[config.mk]
export PLATFORM = sky130hd
export DESIGN_NAME = trap_stack_ctrl
export DESIGN_NICKNAME = d
export VERILOG_FILES = /design/src/rtl/tsc_pkg.sv /design/src/rtl/tsc_ctrl.sv /design/src/rtl/tsc_datapath.sv /design/src/rtl/trap_stack_ctrl.sv
export SDC_FILE = /design/constraint.sdc
export NUM_CORES = 1
export LEC_CHECK = 0
export BUFFER_PORTS_ARGS = -buffer_cell sky130_fd_sc_hd__buf_4
export CORE_AREA = 2 2 78 135
export CTS_CLUSTER_DIAMETER = 100
export DETAILED_ROUTE_END_ITERATION = 8
export DIE_AREA = 0 0 80 137
export PLACE_DENSITY = 0.87
export SLEW_MARGIN = 5
export SYNTH_ARGS = -nofsm -noshare
export SYNTH_HDL_FRONTEND = slang
export SYNTH_SLANG_ARGS = --single-unit
[constraint.sdc]
create_clock -name clk -period 2.5 [get_ports clk]
set_clock_uncertainty 0.05 [all_clocks]
set_input_delay 0.25 -clock clk [delete_from_list [all_inputs] [get_ports clk]]
set_output_delay 0.25 -clock clk [all_outputs]
set_load 0.1 [all_outputs]
[src/rtl/tsc_pkg.sv]
package tsc_pkg;
  localparam int ST_W  = 12;
  localparam int IRQ_W = 4;

  localparam logic [1:0] PRIV_U   = 2'd0;
  localparam logic [1:0] PRIV_S   = 2'd1;
  localparam logic [1:0] PRIV_BAD = 2'd2;
  localparam logic [1:0] PRIV_M   = 2'd3;

  localparam logic [IRQ_W-1:0] IRQ_SOFT  = IRQ_W'(0);
  localparam logic [IRQ_W-1:0] IRQ_TIMER = IRQ_W'(1);
  localparam logic [IRQ_W-1:0] IRQ_HOST  = IRQ_W'(2);

  typedef struct packed {
    logic             doEntry;
    logic             doReturn;
    logic             doWrite;
    logic             isIrq;
    logic [IRQ_W-1:0] irqNum;
  } tsc_strobe_t;

  function automatic logic privOk(input logic [1:0] p);
    return p != PRIV_BAD;
  endfunction
endpackage

[src/rtl/tsc_ctrl.sv]
module tsc_ctrl
  import tsc_pkg::*;
(
  input  logic        clk,
  input  logic        rstN,
  input  logic [1:0]  curPriv,
  input  logic        curIe,
  input  logic        timerEn,
  input  logic        msip,
  input  logic        ssip,
  input  logic        hostPending,
  input  logic        timerPending,
  input  logic        trapReq,
  input  logic        retReq,
  input  logic        csrWe,
  output tsc_strobe_t strobe
);
  logic mOpen, sOpen, irqHit;
  logic [IRQ_W-1:0] irqNum;

  always_comb begin
    mOpen  = (curPriv != PRIV_M) || curIe;
    sOpen  = (curPriv == PRIV_U) || ((curPriv == PRIV_S) && curIe);
    irqHit = 1'b1;
    irqNum = IRQ_SOFT;
    if (mOpen && msip)                          irqNum = IRQ_SOFT;
    else if (mOpen && hostPending)              irqNum = IRQ_HOST;
    else if (sOpen && ssip)                     irqNum = IRQ_SOFT;
    else if (sOpen && timerPending && timerEn)  irqNum = IRQ_TIMER;
    else                                        irqHit = 1'b0;
  end

  always_comb begin
    strobe.isIrq    = irqHit;
    strobe.irqNum   = irqNum;
    strobe.doEntry  = irqHit || trapReq;
    strobe.doReturn = !strobe.doEntry && retReq;
    strobe.doWrite  = !strobe.doEntry && !retReq && csrWe;
  end

  // machine mode with enable clear never takes an interrupt
  a_r5_masked_at_m: assert property (@(posedge clk) disable iff (!rstN)
    (curPriv == PRIV_M && !curIe && !trapReq) |-> !strobe.doEntry);
  // a fault beats return and write
  a_r9_fault_first: assert property (@(posedge clk) disable iff (!rstN)
    trapReq |-> (strobe.doEntry && !strobe.doReturn && !strobe.doWrite));
  // an interrupt entry needs a live source
  a_r8_irq_source: assert property (@(posedge clk) disable iff (!rstN)
    strobe.isIrq |-> (msip || ssip || hostPending || timerPending));
endmodule

[src/rtl/tsc_datapath.sv]
module tsc_datapath
  import tsc_pkg::*;
#(
  parameter int          XLEN       = 32,
  parameter logic [31:0] RESET_PC   = 32'h100,
  parameter int          VEC_STRIDE = 64
)(
  input  logic             clk,
  input  logic             rstN,
  input  tsc_strobe_t      strobe,
  input  logic [XLEN-1:0]  pcIn,
  input  logic [XLEN-1:0]  trapCause,
  input  logic [ST_W-1:0]  csrWdata,
  output logic [ST_W-1:0]  status,
  output logic             redirValid,
  output logic [XLEN-1:0]  redirPc,
  output logic [XLEN-1:0]  epc,
  output logic [XLEN-1:0]  cause
);
  localparam logic [XLEN-1:0] STRIDE = XLEN'(VEC_STRIDE);

  logic [1:0] privC, priv1, priv2, mprv;
  logic ieC, ie1, ie2, timerEn;
  logic [XLEN-1:0] irqCause;

  always_comb begin
    irqCause = '0;
    irqCause[XLEN-1] = 1'b1;
    irqCause[IRQ_W-1:0] = strobe.irqNum;
    status = {timerEn, mprv, ie2, priv2, ie1, priv1, ieC, privC};
  end

  always_ff @(posedge clk or negedge rstN) begin
    if (!rstN) begin
      privC <= PRIV_M;  ieC <= 1'b0;
      priv1 <= PRIV_S;  ie1 <= 1'b0;
      priv2 <= PRIV_S;  ie2 <= 1'b0;
      mprv  <= PRIV_U;  timerEn <= 1'b0;
      epc <= '0;  cause <= '0;
      redirPc <= XLEN'(RESET_PC);
      redirValid <= 1'b0;
    end else begin
      redirValid <= 1'b0;
      if (strobe.doEntry) begin
        priv2 <= priv1;  ie2 <= ie1;
        priv1 <= privC;  ie1 <= ieC;
        privC <= PRIV_M; ieC <= 1'b0;
        mprv  <= PRIV_M;
        epc   <= pcIn;
        cause <= strobe.isIrq ? irqCause : trapCause;
        redirPc <= STRIDE * XLEN'(privC);
        redirValid <= 1'b1;
      end else if (strobe.doReturn) begin
        privC <= priv1;  ieC <= ie1;
        priv1 <= priv2;  ie1 <= ie2;
        priv2 <= PRIV_U; ie2 <= 1'b1;
        redirPc <= epc;
        redirValid <= 1'b1;
      end else if (strobe.doWrite) begin
        if (privOk(csrWdata[1:0]))  privC <= csrWdata[1:0];
        if (privOk(csrWdata[4:3]))  priv1 <= csrWdata[4:3];
        if (privOk(csrWdata[7:6]))  priv2 <= csrWdata[7:6];
        if (privOk(csrWdata[10:9])) mprv  <= csrWdata[10:9];
        ieC <= csrWdata[2];
        ie1 <= csrWdata[5];
        ie2 <= csrWdata[8];
        timerEn <= csrWdata[11];
      end
    end
  end

  a_r2_push: assert property (@(posedge clk) disable iff (!rstN)
    strobe.doEntry |=> (privC == PRIV_M && !ieC && mprv == PRIV_M &&
      priv1 == $past(privC) && ie1 == $past(ieC) &&
      priv2 == $past(priv1) && ie2 == $past(ie1)));
  a_r3_pop: assert property (@(posedge clk) disable iff (!rstN)
    strobe.doReturn |=> (privC == $past(priv1) && ieC == $past(ie1) &&
      priv1 == $past(priv2) && ie1 == $past(ie2) &&
      priv2 == PRIV_U && ie2 && redirValid && redirPc == $past(epc)));
  a_r4_vector: assert property (@(posedge clk) disable iff (!rstN)
    strobe.doEntry |=> (redirValid && redirPc == STRIDE * XLEN'($past(privC)) &&
      epc == $past(pcIn)));
  a_r7_no_reserved: assert property (@(posedge clk) disable iff (!rstN)
    (privC != PRIV_BAD && priv1 != PRIV_BAD && priv2 != PRIV_BAD && mprv != PRIV_BAD));
endmodule

[src/rtl/trap_stack_ctrl.sv]
module trap_stack_ctrl
  import tsc_pkg::*;
#(
  parameter int          XLEN       = 32,
  parameter logic [31:0] RESET_PC   = 32'h100,
  parameter int          VEC_STRIDE = 64
)(
  input  logic              clk,
  input  logic              rstN,
  input  logic [XLEN-1:0]   pcIn,
  input  logic              trapReq,
  input  logic [XLEN-1:0]   trapCause,
  input  logic              retReq,
  input  logic              msip,
  input  logic              ssip,
  input  logic              hostPending,
  input  logic              timerPending,
  input  logic              csrWe,
  input  logic [ST_W-1:0]   csrWdata,
  output logic [ST_W-1:0]   statusOut,
  output logic [1:0]        privOut,
  output logic              redirValid,
  output logic [XLEN-1:0]   redirPc,
  output logic [XLEN-1:0]   epcOut,
  output logic [XLEN-1:0]   causeOut
);
  tsc_strobe_t strobe;
  logic [ST_W-1:0] status;

  tsc_ctrl u_ctrl (
    .clk(clk), .rstN(rstN),
    .curPriv(status[1:0]), .curIe(status[2]), .timerEn(status[11]),
    .msip(msip), .ssip(ssip), .hostPending(hostPending), .timerPending(timerPending),
    .trapReq(trapReq), .retReq(retReq), .csrWe(csrWe),
    .strobe(strobe)
  );

  tsc_datapath #(.XLEN(XLEN), .RESET_PC(RESET_PC), .VEC_STRIDE(VEC_STRIDE)) u_dp (
    .clk(clk), .rstN(rstN), .strobe(strobe),
    .pcIn(pcIn), .trapCause(trapCause), .csrWdata(csrWdata),
    .status(status), .redirValid(redirValid), .redirPc(redirPc),
    .epc(epcOut), .cause(causeOut)
  );

  assign statusOut = status;
  assign privOut   = status[1:0];
endmodule

==> impl_metrics.env <==
export IMPL_fin_crit_sh_pct=90.4
export IMPL_clk_latency_ns=0.33
export IMPL_worstPathMaxFanout=30
export IMPL_max_vdd_ir_drop_v=0.000694
export IMPL_critPathRequiredTime_ns=2.66
export IMPL_die_area_um2=11000
export IMPL_slew_viol_final=0
export IMPL_setup_tns_ns=0
export IMPL_antenna_found_initial=0
export IMPL_syn_instance_count=364
export IMPL_finalHoldViolCount=0
export IMPL_yosys_warnings=0
export IMPL_synth_top_flop_cell="dfrtp_1"
export IMPL_ys_ff_latch=109
export IMPL_viasPerCell=5.05
export IMPL_tritoncts="built"
export IMPL_initial_core_util_pct=46.7
export IMPL_min_path_type="in2reg"
export IMPL_hpwlAfterDp_mm=8.44
export IMPL_ys_async_sr_fraction_pct=100
export IMPL_vias=3435
export IMPL_clkSlewWorstSetupHoldPaths_ns=0.06
export IMPL_final_util_pct=65.3
export IMPL_grt_max_degree=60
export IMPL_avgSynthCellArea_um2=12.6
export IMPL_area_delta_synth_final_pct=39.8
export IMPL_wl_per_cell_um=16.7
export IMPL_grt_overflow=0
export IMPL_p_leak_nw=3.28
export IMPL_cts_buffers=9
export IMPL_fin_crit_ns=2.26
export IMPL_grt_pass1_wl_mm=17.0
export IMPL_track_usage_pct=20.2
export IMPL_row_count=48
export IMPL_routed_wirelength_mm=11.4
export IMPL_drive_gt1_share_pct=47.0
export IMPL_rsz0062_at_grt="no"
export IMPL_worst_slew_pin_slew_ns=0.696
export IMPL_clock_path_buffers=2
export IMPL_antenna_cells=0
export IMPL_cts_root_buf="clkbuf_16"
export IMPL_drtPass1Iterations=4
export IMPL_chipHeight_um=137
export IMPL_synth_cell_types=36
export IMPL_drc=0
export IMPL_nets=635
export IMPL_status="finished clean"
export IMPL_fmax_ghz=0.443
export IMPL_io_pins=196
export IMPL_ant_nets=0
export IMPL_gp_congestion=0.816
export IMPL_synth_edf_count=0
export IMPL_drt_iter0_drc=145
export IMPL_core_area_um2=9850
export IMPL_crit_arrival_ns=2.42
export IMPL_h_tree_depth=3
export IMPL_port_buffers=195
export IMPL_powerDensity_nw_per_um2=1100
export IMPL_setup_viol=0
export IMPL_syn_nets=449
export IMPL_hold_depth=2
export IMPL_p_total_mw=7.06
export IMPL_critPathCaptureType="flip-flop"
export IMPL_slew_headroom_pct=53.6
export IMPL_critical_path_class="reg2reg"
export IMPL_postCtsSetupBuffers=0
export IMPL_die_w_um=80
export IMPL_cts_num_sinks=109
export IMPL_synth_yosys_seq_area_share_pct=59.4
export IMPL_grt_pass1_vias=3496
export IMPL_cap_violations=0
export IMPL_synth_area_um2=4600
export IMPL_reg2reg_depth=4
export IMPL_start_kind="flip-flop"
[state kept, by name, indices dropped and copies added (netlist names)]
signal,cells
u_dp.mprv,2
u_dp.cause,32
u_dp.ieC,1
u_dp.timerEn,1
u_dp.priv1,2
u_dp.epc,32
u_dp.redirPc,32
u_dp.redirValid,1
u_dp.ie1,1
u_dp.ie2,1
u_dp.priv2,2
u_dp.privC,2
[kinds of logic after synthesis]
family | count (synthesis) | synth area share (%)
simple gates | 96 | 9.25
buf+inv | 29 | 3.89
compound gates | 28 | 3.92
flops | 109 | 59.4
mux | 102 | 23.5
[worst max-delay path, cell delays in order (launching register included)]
cell	delay, ns
dfrtp_1	0.40
and2b_1	0.21
nor3_1	0.54
or3_4	0.53
mux2_2	0.40
[per-layer routing]
| metal | GRT usage [%] | wire, um | vias up |
|---|---|---|---|
| li1 | - | - | 1614 |
| met1 | 21.2 | 3970 | 1687 |
| met2 | 39.1 | 6620 | 118 |
| met3 | 3.69 | 561 | 16 |
| met4 | 6.97 | 208 | 0 |
| met5 | 0 | 0 | - |
[cells in the final DEF, fill, tap and decap left out, types with 2 or more instances in the layout]
cell type	count
clkbuf_1	3
buf_4	199
dfrtp_1	104
bufinv_16	2
o21ai_0	8
nor2_1	64
clkbuf_16	9
nand2b_1	8
mux2i_1	62
nor2b_1	5
nand2_1	7
dfstp_2	5
inv_1	2
a211o_1	2
or3_4	2
mux2_4	3
nor3_1	5
mux2_2	37
a21oi_1	8
[through the flow]
| stage | hold slack [ns] | cell area (um2) | cells | worst slack [ns] |
|---|---|---|---|---|
| after floorplan | -0.0956 | 4600 | 364 | 0.141 |
| after global placement | 0.0593 | 6100 | 662 | 0.265 |
| after detailed placement | 0.0611 | 6100 | 662 | 0.175 |
| after CTS | 0.0831 | 6420 | 679 | 0.162 |
| after global routing | 0.0774 | 6430 | 680 | 0.0795 |
| final | 0.0932 | 6430 | 680 | 0.241 |
[path summary, 6_finish.rpt]
path / start / end / slack [ns]
max in group asynchronous: rstN / u_dp.redirPc[23]$_DFFE_PN0N_ / 1.36
hold reg to reg: u_dp.cause[9]$_DFFE_PN0P_ / u_dp.cause[9]$_DFFE_PN0P_ / 0.47
setup / recovery: u_dp.ieC$_DFFE_PN0P_ / u_dp.epc[4]$_DFFE_PN0P_ / 0.24
setup reg to reg: u_dp.ieC$_DFFE_PN0P_ / u_dp.epc[4]$_DFFE_PN0P_ / 0.24
hold / removal: trapCause[31] / u_dp.cause[31]$_DFFE_PN0P_ / 0.09
min in group asynchronous: rstN / u_dp.epc[6]$_DFFE_PN0P_ / 0.26
[cell usage after synthesis (3+ instances only)]
cell type,count,area share (%)
dfrtp_1,104,57
nor2_1,64,5.2
mux2i_1,62,13
mux2_2,37,9.1
a21oi_1,8,0.87
buf_4,8,1.3
clkbuf_1,8,0.65
nand2b_1,8,1.1
o21ai_0,8,0.87
nand2_1,7,0.57
buf_6,5,1.2
dfstp_2,5,2.9
nor2b_1,5,0.68
nor3_1,5,0.54
buf_1,4,0.33
mux2_4,3,0.98
[where the power goes]
group          internal (mW)  switching [mW]  leakage (nW)
clock                  0.878           0.579         0.147
combinational          0.727            2.62          1.79
sequential              2.06           0.207          1.34
[area by class of cell]
cell class,count,area (um2)
clock inverters,4,72.6
multi-input cells,227,1700
inverters,2,7.51
flip-flops and latches,109,2730
well taps,125,156
fillers,760,3420
repair buffers,201,1520
clock buffers,12,236
[timing repair]
action,4_1_cts,5_1_grt
hold buffers,1,0
resized for setup,0,1
hold endpoints to repair,17,0
setup endpoints to repair,0,22
(Power assumes the default switching activity.)
